===== src/rtl/exc_pkg.sv =====
package exc_pkg;

    localparam int SWI_NUM_W = 4;

    typedef enum logic [2:0] {
        EV_NONE     = 3'd0,
        EV_BRK      = 3'd1,
        EV_ILLOP    = 3'd2,
        EV_MISALIGN = 3'd3,
        EV_FPU      = 3'd4,
        EV_SWI      = 3'd5,
        EV_IRQ      = 3'd6
    } ev_kind_e;

    typedef struct packed {
        ev_kind_e             kind;
        logic [SWI_NUM_W-1:0] num;
    } ev_t;

    // cancelling events report the faulting PC, others the next PC
    function automatic logic is_cancel(ev_kind_e k);
        return (k == EV_ILLOP) || (k == EV_MISALIGN);
    endfunction

endpackage


===== src/rtl/exc_prio.sv =====
module exc_prio
    import exc_pkg::*;
(
    input  logic                 brk_req,
    input  logic                 illop_req,
    input  logic                 misalign_req,
    input  logic                 fpu_req,
    input  logic                 swi_req,
    input  logic [SWI_NUM_W-1:0] swi_num,
    input  logic                 irq_req,
    input  logic                 irq_en,
    output ev_t                  ev
);

    always_comb begin
        ev.num = swi_num;
        if (brk_req)                 ev.kind = EV_BRK;
        else if (illop_req)          ev.kind = EV_ILLOP;
        else if (misalign_req)       ev.kind = EV_MISALIGN;
        else if (fpu_req)            ev.kind = EV_FPU;
        else if (swi_req)            ev.kind = EV_SWI;
        else if (irq_req && irq_en)  ev.kind = EV_IRQ;
        else                         ev.kind = EV_NONE;
    end

endmodule


===== src/rtl/exc_vec.sv =====
module exc_vec
    import exc_pkg::*;
#(
    parameter int          XLEN         = 32,
    parameter logic [31:0] VEC_BASE     = 32'h0000_0000,
    parameter logic [31:0] OFF_BRK      = 32'h10,
    parameter logic [31:0] OFF_ILLOP    = 32'h20,
    parameter logic [31:0] OFF_MISALIGN = 32'h30,
    parameter logic [31:0] OFF_FPU      = 32'h40,
    parameter logic [31:0] OFF_IRQ      = 32'h80,
    parameter logic [31:0] OFF_SWI      = 32'h100
) (
    input  ev_t             ev,
    output logic [XLEN-1:0] vec_addr
);

    localparam int WORD_SHIFT = 2;

    logic [XLEN-1:0] offset;
    logic [XLEN-1:0] swi_slot;

    assign swi_slot = XLEN'(ev.num) << WORD_SHIFT;

    always_comb begin
        unique case (ev.kind)
            EV_BRK:      offset = XLEN'(OFF_BRK);
            EV_ILLOP:    offset = XLEN'(OFF_ILLOP);
            EV_MISALIGN: offset = XLEN'(OFF_MISALIGN);
            EV_FPU:      offset = XLEN'(OFF_FPU);
            EV_SWI:      offset = XLEN'(OFF_SWI) + swi_slot;
            EV_IRQ:      offset = XLEN'(OFF_IRQ);
            default:     offset = '0;
        endcase
    end

    assign vec_addr = XLEN'(VEC_BASE) + offset;

endmodule


===== src/rtl/exc_regs.sv =====
module exc_regs
    import exc_pkg::*;
#(
    parameter int XLEN   = 32,
    parameter int PSW_W  = 8,
    parameter int IE_BIT = 6
) (
    input  logic             clk,
    input  logic             rst,
    input  ev_t              ev,
    input  logic [XLEN-1:0]  vec_addr,
    input  logic [XLEN-1:0]  pc_cur,
    input  logic [XLEN-1:0]  pc_next,
    input  logic [PSW_W-1:0] psw_cur,
    input  logic             ret_req,
    output logic             redir_valid,
    output logic [XLEN-1:0]  redir_addr,
    output logic             psw_wr_en,
    output logic [PSW_W-1:0] psw_wr_data,
    output logic [XLEN-1:0]  bpc,
    output logic [PSW_W-1:0] bpsw,
    output logic             halted
);

    localparam logic [PSW_W-1:0] IE_MASK = PSW_W'(1) << IE_BIT;

    always_ff @(posedge clk) begin
        if (rst) begin
            redir_valid <= 1'b0;
            redir_addr  <= '0;
            psw_wr_en   <= 1'b0;
            psw_wr_data <= '0;
            bpc         <= '0;
            bpsw        <= '0;
            halted      <= 1'b0;
        end else begin
            redir_valid <= 1'b0;
            psw_wr_en   <= 1'b0;
            if (ev.kind == EV_BRK) begin
                redir_valid <= 1'b1;
                redir_addr  <= vec_addr;
                halted      <= 1'b1;
            end else if (ev.kind != EV_NONE) begin
                redir_valid <= 1'b1;
                redir_addr  <= vec_addr;
                bpc         <= is_cancel(ev.kind) ? pc_cur : pc_next;
                bpsw        <= psw_cur;
                psw_wr_en   <= 1'b1;
                psw_wr_data <= psw_cur & ~IE_MASK;
            end else if (ret_req && !halted) begin
                redir_valid <= 1'b1;
                redir_addr  <= bpc;
                psw_wr_en   <= 1'b1;
                psw_wr_data <= bpsw;
            end
        end
    end


    halted_sticky_chk: assert property (@(posedge clk) disable iff (rst)
        halted |=> halted);


    ie_clear_chk: assert property (@(posedge clk) disable iff (rst)
        (ev.kind != EV_NONE && ev.kind != EV_BRK) |=> (psw_wr_en && !psw_wr_data[IE_BIT]));


    wr_with_redir_chk: assert property (@(posedge clk) disable iff (rst)
        psw_wr_en |-> redir_valid);

endmodule


===== src/rtl/exc_ctrl.sv =====
module exc_ctrl
    import exc_pkg::*;
#(
    parameter int          XLEN     = 32,
    parameter int          PSW_W    = 8,
    parameter int          IE_BIT   = 6,
    parameter logic [31:0] VEC_BASE = 32'h0000_0000
) (
    input  logic                 clk,
    input  logic                 rst,
    input  logic [XLEN-1:0]      pc_cur,
    input  logic [XLEN-1:0]      pc_next,
    input  logic [PSW_W-1:0]     psw_cur,
    input  logic                 brk_req,
    input  logic                 illop_req,
    input  logic                 misalign_req,
    input  logic                 fpu_req,
    input  logic                 swi_req,
    input  logic [SWI_NUM_W-1:0] swi_num,
    input  logic                 irq_req,
    input  logic                 ret_req,
    output logic                 redir_valid,
    output logic [XLEN-1:0]      redir_addr,
    output logic                 psw_wr_en,
    output logic [PSW_W-1:0]     psw_wr_data,
    output logic [XLEN-1:0]      bpc,
    output logic [PSW_W-1:0]     bpsw,
    output logic                 halted
);

    localparam logic [31:0] OFF_BRK = 32'h10;

    ev_t             ev;
    logic [XLEN-1:0] vec_addr;

    exc_prio u_prio (
        .brk_req      (brk_req),
        .illop_req    (illop_req),
        .misalign_req (misalign_req),
        .fpu_req      (fpu_req),
        .swi_req      (swi_req),
        .swi_num      (swi_num),
        .irq_req      (irq_req),
        .irq_en       (psw_cur[IE_BIT]),
        .ev           (ev)
    );

    exc_vec #(
        .XLEN     (XLEN),
        .VEC_BASE (VEC_BASE),
        .OFF_BRK  (OFF_BRK)
    ) u_vec (
        .ev       (ev),
        .vec_addr (vec_addr)
    );

    exc_regs #(
        .XLEN   (XLEN),
        .PSW_W  (PSW_W),
        .IE_BIT (IE_BIT)
    ) u_regs (
        .clk         (clk),
        .rst         (rst),
        .ev          (ev),
        .vec_addr    (vec_addr),
        .pc_cur      (pc_cur),
        .pc_next     (pc_next),
        .psw_cur     (psw_cur),
        .ret_req     (ret_req),
        .redir_valid (redir_valid),
        .redir_addr  (redir_addr),
        .psw_wr_en   (psw_wr_en),
        .psw_wr_data (psw_wr_data),
        .bpc         (bpc),
        .bpsw        (bpsw),
        .halted      (halted)
    );


    illop_cancel_chk: assert property (@(posedge clk) disable iff (rst)
        (illop_req && !brk_req) |=> (redir_valid && bpc == $past(pc_cur)));


    irq_masked_chk: assert property (@(posedge clk) disable iff (rst)
        (irq_req && !psw_cur[IE_BIT] && !brk_req && !illop_req && !misalign_req
         && !fpu_req && !swi_req && !ret_req) |=> !redir_valid);


    brk_vector_chk: assert property (@(posedge clk) disable iff (rst)
        brk_req |=> (redir_valid && !psw_wr_en && redir_addr == XLEN'(VEC_BASE + OFF_BRK)));


    ret_target_chk: assert property (@(posedge clk) disable iff (rst)
        (ret_req && !halted && ev.kind == EV_NONE) |=> (redir_valid && redir_addr == $past(bpc)));

endmodule


===== config.mk =====
export PLATFORM = sky130hd
export DESIGN_NAME = exc_ctrl
export DESIGN_NICKNAME = d
export VERILOG_FILES = /design/src/rtl/exc_pkg.sv /design/src/rtl/exc_prio.sv /design/src/rtl/exc_vec.sv /design/src/rtl/exc_regs.sv /design/src/rtl/exc_ctrl.sv
export SDC_FILE = /design/constraint.sdc
export NUM_CORES = 1
export LEC_CHECK = 0
export ABC_CLOCK_PERIOD_IN_PS = 1700
export BUFFER_PORTS_ARGS = -buffer_cell sky130_fd_sc_hd__buf_2
export CAP_MARGIN = 20
export CORE_ASPECT_RATIO = 1.25
export CORE_MARGIN = 5
export CORE_UTILIZATION = 46
export CTS_CLUSTER_DIAMETER = 120
export DETAILED_ROUTE_END_ITERATION = 10
export PLACE_DENSITY = 0.76
export SLEW_MARGIN = 40
export SYNTH_ARGS = -nofsm -noshare
export SYNTH_HDL_FRONTEND = slang
export SYNTH_SLANG_ARGS = --single-unit

===== constraint.sdc =====
create_clock -name clk -period 1.7 [get_ports clk]
set_input_delay 0.17 -clock clk [delete_from_list [all_inputs] [get_ports clk]]
set_output_delay 0.17 -clock clk [all_outputs]
set_load 0.02 [all_outputs]

==> qor.csv, run 1 <==
stage,metric,value,unit
outcome,status,completed,
synthesis,async_reset_ff_frac,0,
synthesis,yosys.area.top_type_share,0.482,
synthesis,yosysWarnings,0,
routing,drt_iter0_drc,153,
routing,num_vias,3417,
layout,antenna_cells,0,
place,place_ws,0.136,ns
timing,rsz0062_at_grt,no,
synthesis,synth_seq_area_share,0.482,
routing,ant_nets,0,
flow_run,drv_cap,0,
power,p_leak,2.25,nW
die,coreArea,0.00736,mm^2
timing,worstMarginPinSlew,0.599,ns
clock_network,cts_root_buf,clkbuf_8,
setup_path,crit_arrival,1.69,ns
layout,layout-drive-gt1-share,0.364,
timing,clock.fmax,0.703,GHz
global_route,grt_pass1_wl,15.5,mm
routing,vias_per_cell,5.19,
timing,relSlewSlack,0.590,
power,power_frac_comb,0.162,
routing,drc_errors,0,
global_route,grt_max_degree,49,
synthesis,syn_nets,483,
power,power,4.46,mW
power,switching_share,0.261,
synthesis,synth_flop_cell,dfxtp_1,
global_route,grt_usage,0.206,
die,dieArea,0.00933,mm^2
place,dpl.hpwl,7.41,mm
timing,setup_tns,0,ns
die,fp-row-count,35,
place,gp_congestion,0.943,
setup_path,required,1.97,ns
power,ir_drop,564,uV
die,pin_count,168,
timing,min_period_over_period,0.836,
hold_path,min_path_type,input pin to register,
clock_network,clk_path_buf_depth,2,
clock_network,postCtsSetupRepairBufs,0,
die,start_util,0.468,
clock_network,cts_resized,0,
setup_path,crit_fanout,20,
global_route,overflow,0,
synthesis,ys_ff_latch,83,
routing,wire_per_inst,15.0,um
timing,fin_skew,0.0111,ns
synthesis,syn_inst,398,
routing,first_pass_iters,4,
setup_path,critical_path_class,register to register,
routing,routed_wl,9.86,mm
setup_path,critPathLaunchType,register,
power,clkPwrFrac,0.366,
clock_network,tritoncts,yes,
clock_network,htreeDepth,3,
die,fp.dieW,87.4,um
clock_network,hold_buffers,0,
timing,fin_hold_ws,0.0724,ns
layout,final_nets,647,
synthesis,ys_types,37,
clock_network,worstSkewPairLatency,0.34,ns
clock_network,clock_sinks,83,
synthesis,syn_area,0.00345,mm^2
clock_network,clk_pin_slew_worst_paths,0.08,ns
place,port_buffers,167,
timing,setup_viol,0,
timing,fin_crit,1.42,ns
die,die_y,107,um
global_route,grt_pass1_vias,3250,
synthesis,synth_edf_count,0,
power,intPower,3.30,mW
synthesis,synth_area_leader_cell,dfxtp_1,
global_route,antenna_found_initial,0,
power,power.density,958,mW/mm^2
power,power.switching,1.16,mW
layout,fin_util,0.633,
setup_path,cp-end-kind,register,
synthesis,synth_area_per_cell,8.66,um^2
clock_network,cts_made_buffers,9,
layout,area_growth_syn_to_layout,35.2,%
timing,layout_setup_ws,0.278,ns
timing,maxSlewViolCount,0,
power,seqPwrFrac,0.472,
synthesis,ys_top_cells_by_area,"dfxtp_1 (48%), nand2_1 (9.5%), mux2i_1 (9.3%)",
timing,hold_violations,0,
-- power groups by stage --
stage | combinational [mW] | clock, mW | sequential, mW
6_report | 0.721 | 1.63 | 2.11
4_1_cts | 0.726 | 1.67 | 2.10
3_5_place_dp | 0.725 | 0 | 2.15
3_3_place_gp | 0.709 | 0 | 2.15
2_1_floorplan | 0.310 | 0 | 2.25
5_1_grt | 0.784 | 1.77 | 2.12
-- placed cells by master, fill, tap and decap left out, types with 2 or more instances in the layout --
master / synthesis / layout
bufinv_16: 0 / 3
a32o_1: 2 / 2
a31oi_1: 3 / 3
o21ai_0: 3 / 3
buf_2: 9 / 167
a311oi_1: 7 / 7
a211oi_1: 32 / 32
nand3_1: 3 / 3
nor4_1: 2 / 2
nor2_1: 48 / 48
dfxtp_1: 83 / 83
nor3_1: 2 / 2
nand3b_1: 2 / 2
clkbuf_8: 0 / 9
a2111oi_0: 2 / 2
buf_4: 4 / 15
mux2i_1: 32 / 32
nand2_1: 87 / 87
o31ai_1: 2 / 2
a21oi_1: 35 / 35
buf_12: 0 / 3
a22o_1: 3 / 3
-- area by class of cell --
cell class,instances,area [um^2]
clock inverters,5,103
multi-input cells,282,1640
fillers,637,2700
flip-flops and latches,83,1660
well taps,92,115
clock buffers,10,128
repair buffers,185,1010
inverters,1,3.75
-- worst paths after layout --
path                                        end  cells after the start                                from  slack [ns]
min reg2reg  u_regs.redir_addr[13]$_SDFFE_PP0P_                      2  u_regs.redir_addr[13]$_SDFFE_PP0P_        0.45
max reg2reg  u_regs.redir_addr[26]$_SDFFE_PP0P_                      4          u_regs.halted$_SDFFE_PP0N_        0.28
max          u_regs.redir_addr[26]$_SDFFE_PP0P_                      4          u_regs.halted$_SDFFE_PP0N_        0.28
min                 u_regs.bpsw[3]$_SDFFE_PP0P_                      3                          psw_cur[3]        0.07
-- per-layer routing --
metal  vias up  track usage  part of all wire
met3        15       0.0377             0.065
met5         -            0                 0
met2       133        0.356              0.52
li1       1721            -                 -
met1      1548        0.249              0.40
met4         0       0.0811             0.018
-- synthesized netlist by cell type (all sizes together) (2+ instances only) --
library cell,n
a2111oi,2
a211oi,33
a21oi,36
a22o,3
a311oi,7
a31oi,3
a32o,2
buf,14
clkbuf,18
dfxtp,83
mux2i,32
nand2,87
nand2b,2
nand3,3
nand3b,2
nor2,48
nor2b,2
nor3,2
nor3b,2
nor4,2
o21ai,3
o31ai,2
-- registers in the layout, summed over array words and instances, names as in the netlist --
| register | flops |
|---|---|
| u_regs.redir_addr | 32 |
| u_regs.psw_wr_en | 1 |
| u_regs.redir_valid | 1 |
| u_regs.bpc | 32 |
| u_regs.bpsw | 8 |
| u_regs.psw_wr_data | 8 |
| u_regs.halted | 1 |
-- metrics by stage --
stage,instance area [um^2],std cells
2_1_floorplan,3450,398
3_3_place_gp,4430,643
3_5_place_dp,4430,643
4_1_cts,4660,658
5_1_grt,4660,658
6_report,4660,658
-- critical path, cell delays in order (launching register included) --
cell and delay (ns):
dfxtp_1 0.34, nor2b_2 0.43, buf_4 0.35, nand2_1 0.08, a21oi_1 0.14
-- cells by family (layout without fill, tap and decap cells) --
family,after synthesis,count (layout),share of synthesized area
buffers and inverters,33,201,0.0457
and+or+nand+nor,153,153,0.185
AOI/OAI and AO/OA,97,97,0.194
muxes,32,32,0.0930
DFF,83,83,0.482
No activity file was read; power rests on OpenSTA's default activity.
==> run 2, diff against run 1 <==
ABC_CLOCK_PERIOD_IN_PS = 1400   (was 1700)
clock period = 1.4 ns   (was 1.7 ns; I/O delays follow)
==> qor.csv, run 2 (synthesis results as in run 1) <==
stage,metric,value,unit,change
outcome,status,completed,,unchanged
clock_network,worstSkewPairLatency,0.34,ns,about the same
timing,clock.fmax,0.776,GHz,was 0.703 GHz
place,dpl.hpwl,7.64,mm,was 7.41 mm
setup_path,slowest_delay,0.35,ns,was 0.43 ns
timing,relSlewSlack,0.756,,was 0.590
die,start_util,0.468,,unchanged
setup_path,critical_path_class,register to register,,unchanged
setup_path,crit_fanout,16,,was 20
layout,final_cell_mix,"buf_2 (167), nand2_1 (87), dfxtp_1 (82)",,"was buf_2 (167), nand2_1 (87), dfxtp_1 (83)"
timing,rsz0062_at_grt,no,,unchanged
routing,num_vias,3498,,was 3417
global_route,grt_pass1_vias,3432,,was 3250
flow_run,drv_cap,0,,unchanged
hold_path,hold_start,psw_cur[5],,was psw_cur[3]
setup_path,required,1.64,ns,was 1.97 ns
layout,final_nets,658,,was 647
clock_network,htreeDepth,3,,unchanged
setup_path,critPathLaunch,u_regs.halted$_SDFFE_PP0N_,,unchanged
die,pin_count,168,,unchanged
timing,worstMarginPinSlew,0.356,ns,was 0.599 ns
place,place_ws,-0.107,ns,was 0.136 ns
clock_network,clock_sinks,83,,unchanged
power,power.density,1080,mW/mm^2,was 958 mW/mm^2
global_route,grt_max_degree,57,,was 49
routing,drc_errors,0,,unchanged
routing,routed_wl,10.1,mm,was 9.86 mm
setup_path,critPathSlowestCell,dfxtp_2,,was nor2b_2
timing,min_period_over_period,0.920,,was 0.836
routing,ant_nets,0,,unchanged
die,die_y,107,um,unchanged
clock_network,tritoncts,yes,,unchanged
setup_path,critPathLaunchType,register,,unchanged
die,fp-row-count,35,,unchanged
timing,fin_skew,0.0106,ns,was 0.0111 ns
clock_network,hold_buffers,0,,unchanged
die,fp.dieW,87.4,um,unchanged
clock_network,cts_root_buf,clkbuf_8,,unchanged
place,gp_congestion,0.845,,was 0.943
layout,reg_top3,"u_regs.bpc (32), u_regs.redir_addr (32)",,unchanged
global_route,grt_usage,0.217,,was 0.206
timing,setup_viol,0,,unchanged
timing,maxSlewViolCount,0,,unchanged
die,dieArea,0.00933,mm^2,unchanged
power,power,5.17,mW,was 4.46 mW
clock_network,postCtsSetupRepairBufs,0,,unchanged
setup_path,cp-end-kind,register,,unchanged
global_route,overflow,0,,unchanged
clock_network,clk_path_buf_depth,2,,unchanged
place,place_inst,654,,was 643
global_route,grt_pass1_wl,16.2,mm,was 15.5 mm
routing,drt_iter0_drc,135,,was 153
die,coreArea,0.00736,mm^2,unchanged
power,p_leak,2.31,nW,was 2.25 nW
hold_path,min_path_type,input pin to register,,unchanged
layout,layout-drive-gt1-share,0.386,,was 0.364
layout,finalNonFillerCells,670,,was 658
routing,vias_per_cell,5.22,,was 5.19
timing,fin_hold_ws,0.0456,ns,was 0.0724 ns
layout,fin_util,0.648,,was 0.633
timing,layout_setup_ws,0.112,ns,was 0.278 ns
power,ir_drop,730,uV,was 564 uV
routing,wire_per_inst,15.1,um,was 15.0 um
setup_path,crit_chain,nand2b_4 > a31oi_2 > buf_12 > nor2_1 > a311oi_1,,was nor2b_2 > buf_4 > nand2_1 > a21oi_1
place,port_buffers,167,,unchanged
setup_path,cpLargestDelayFamily,compound AO/OA/AOI/OAI gates,,was simple AND/OR/NAND/NOR gates
layout,final_common_cell,buf_2,,unchanged
layout,area_growth_syn_to_layout,38.4,%,was 35.2%
layout,antenna_cells,0,,unchanged
global_route,antenna_found_initial,0,,unchanged
timing,hold_violations,0,,unchanged
clock_network,clk_pin_slew_worst_paths,0.09,ns,was 0.08 ns
timing,fin_crit,1.29,ns,was 1.42 ns
setup_path,crit_arrival,1.53,ns,was 1.69 ns
clock_network,cts_made_buffers,9,,unchanged
setup_path,timing.rr.start,u_regs.halted$_SDFFE_PP0N_,,unchanged
setup_path,crit_buf_inv,1,,unchanged
routing,first_pass_iters,4,,unchanged
==> run 2: final timing paths <==
kind / end / slack, ns / cells past startpoint
hold / removal: u_regs.bpsw[5]$_SDFFE_PP0P_ / 0.05 / 3
setup / recovery: u_regs.psw_wr_data[5]$_SDFFE_PP0P_ / 0.11 / 5
setup reg to reg: u_regs.psw_wr_data[5]$_SDFFE_PP0P_ / 0.11 / 5
hold reg to reg: u_regs.redir_addr[20]$_SDFFE_PP0P_ / 0.45 / 2
==> run 2: report_power, final <==
group / leakage (nW) / internal [mW] / switching (mW)
logic: 1.53 / 0.387 / 0.532
clock network: 0.0926 / 0.873 / 0.818
registers: 0.682 / 2.47 / 0.0839
total: 2.31 / 3.73 / 1.43
==> run 2: per-layer routing <==
layer,up-vias,track usage,routed length (um)
met3,14,0.0423,696
met4,0,0.0800,172
met5,-,0,0
met2,135,0.374,5290
met1,1607,0.264,3970
li1,1742,-,-
==> run 2: what timing repair did <==
| item | in CTS | in global routing |
|---|---|---|
| resized for setup | 4 | 4 |
| endpoints found under the hold margin | 0 | 0 |
| endpoints found under the setup margin | 16 | 22 |
==> run 2: worst reg2reg max path, cell delays in order (launching register included) <==
cell and delay [ns]:
dfxtp_2 0.35, nand2b_4 0.16, a31oi_2 0.22, buf_12 0.17
nor2_1 0.04, a311oi_1 0.25
==> run 2: metrics by stage <==
| step | instance area, um^2 | setup TNS, ns |
|---|---|---|
| 2_1_floorplan | 3450 | -0.0733 |
| 3_3_place_gp | 4540 | -0.0511 |
| 3_5_place_dp | 4540 | -0.775 |
| 4_1_cts | 4750 | 0 |
| 5_1_grt | 4770 | 0 |
| 6_report | 4770 | 0 |
==> run 2: layout make-up <==
| type | count | area, um^2 |
|---|---|---|
| inverter | 1 | 3.75 |
| sequential | 83 | 1660 |
| fill | 620 | 2590 |
| timing repair buffer | 196 | 1120 |
| clock inverter | 4 | 50.0 |
| tap | 92 | 115 |
| multi-input combinational | 282 | 1670 |
| clock buffer | 12 | 145 |
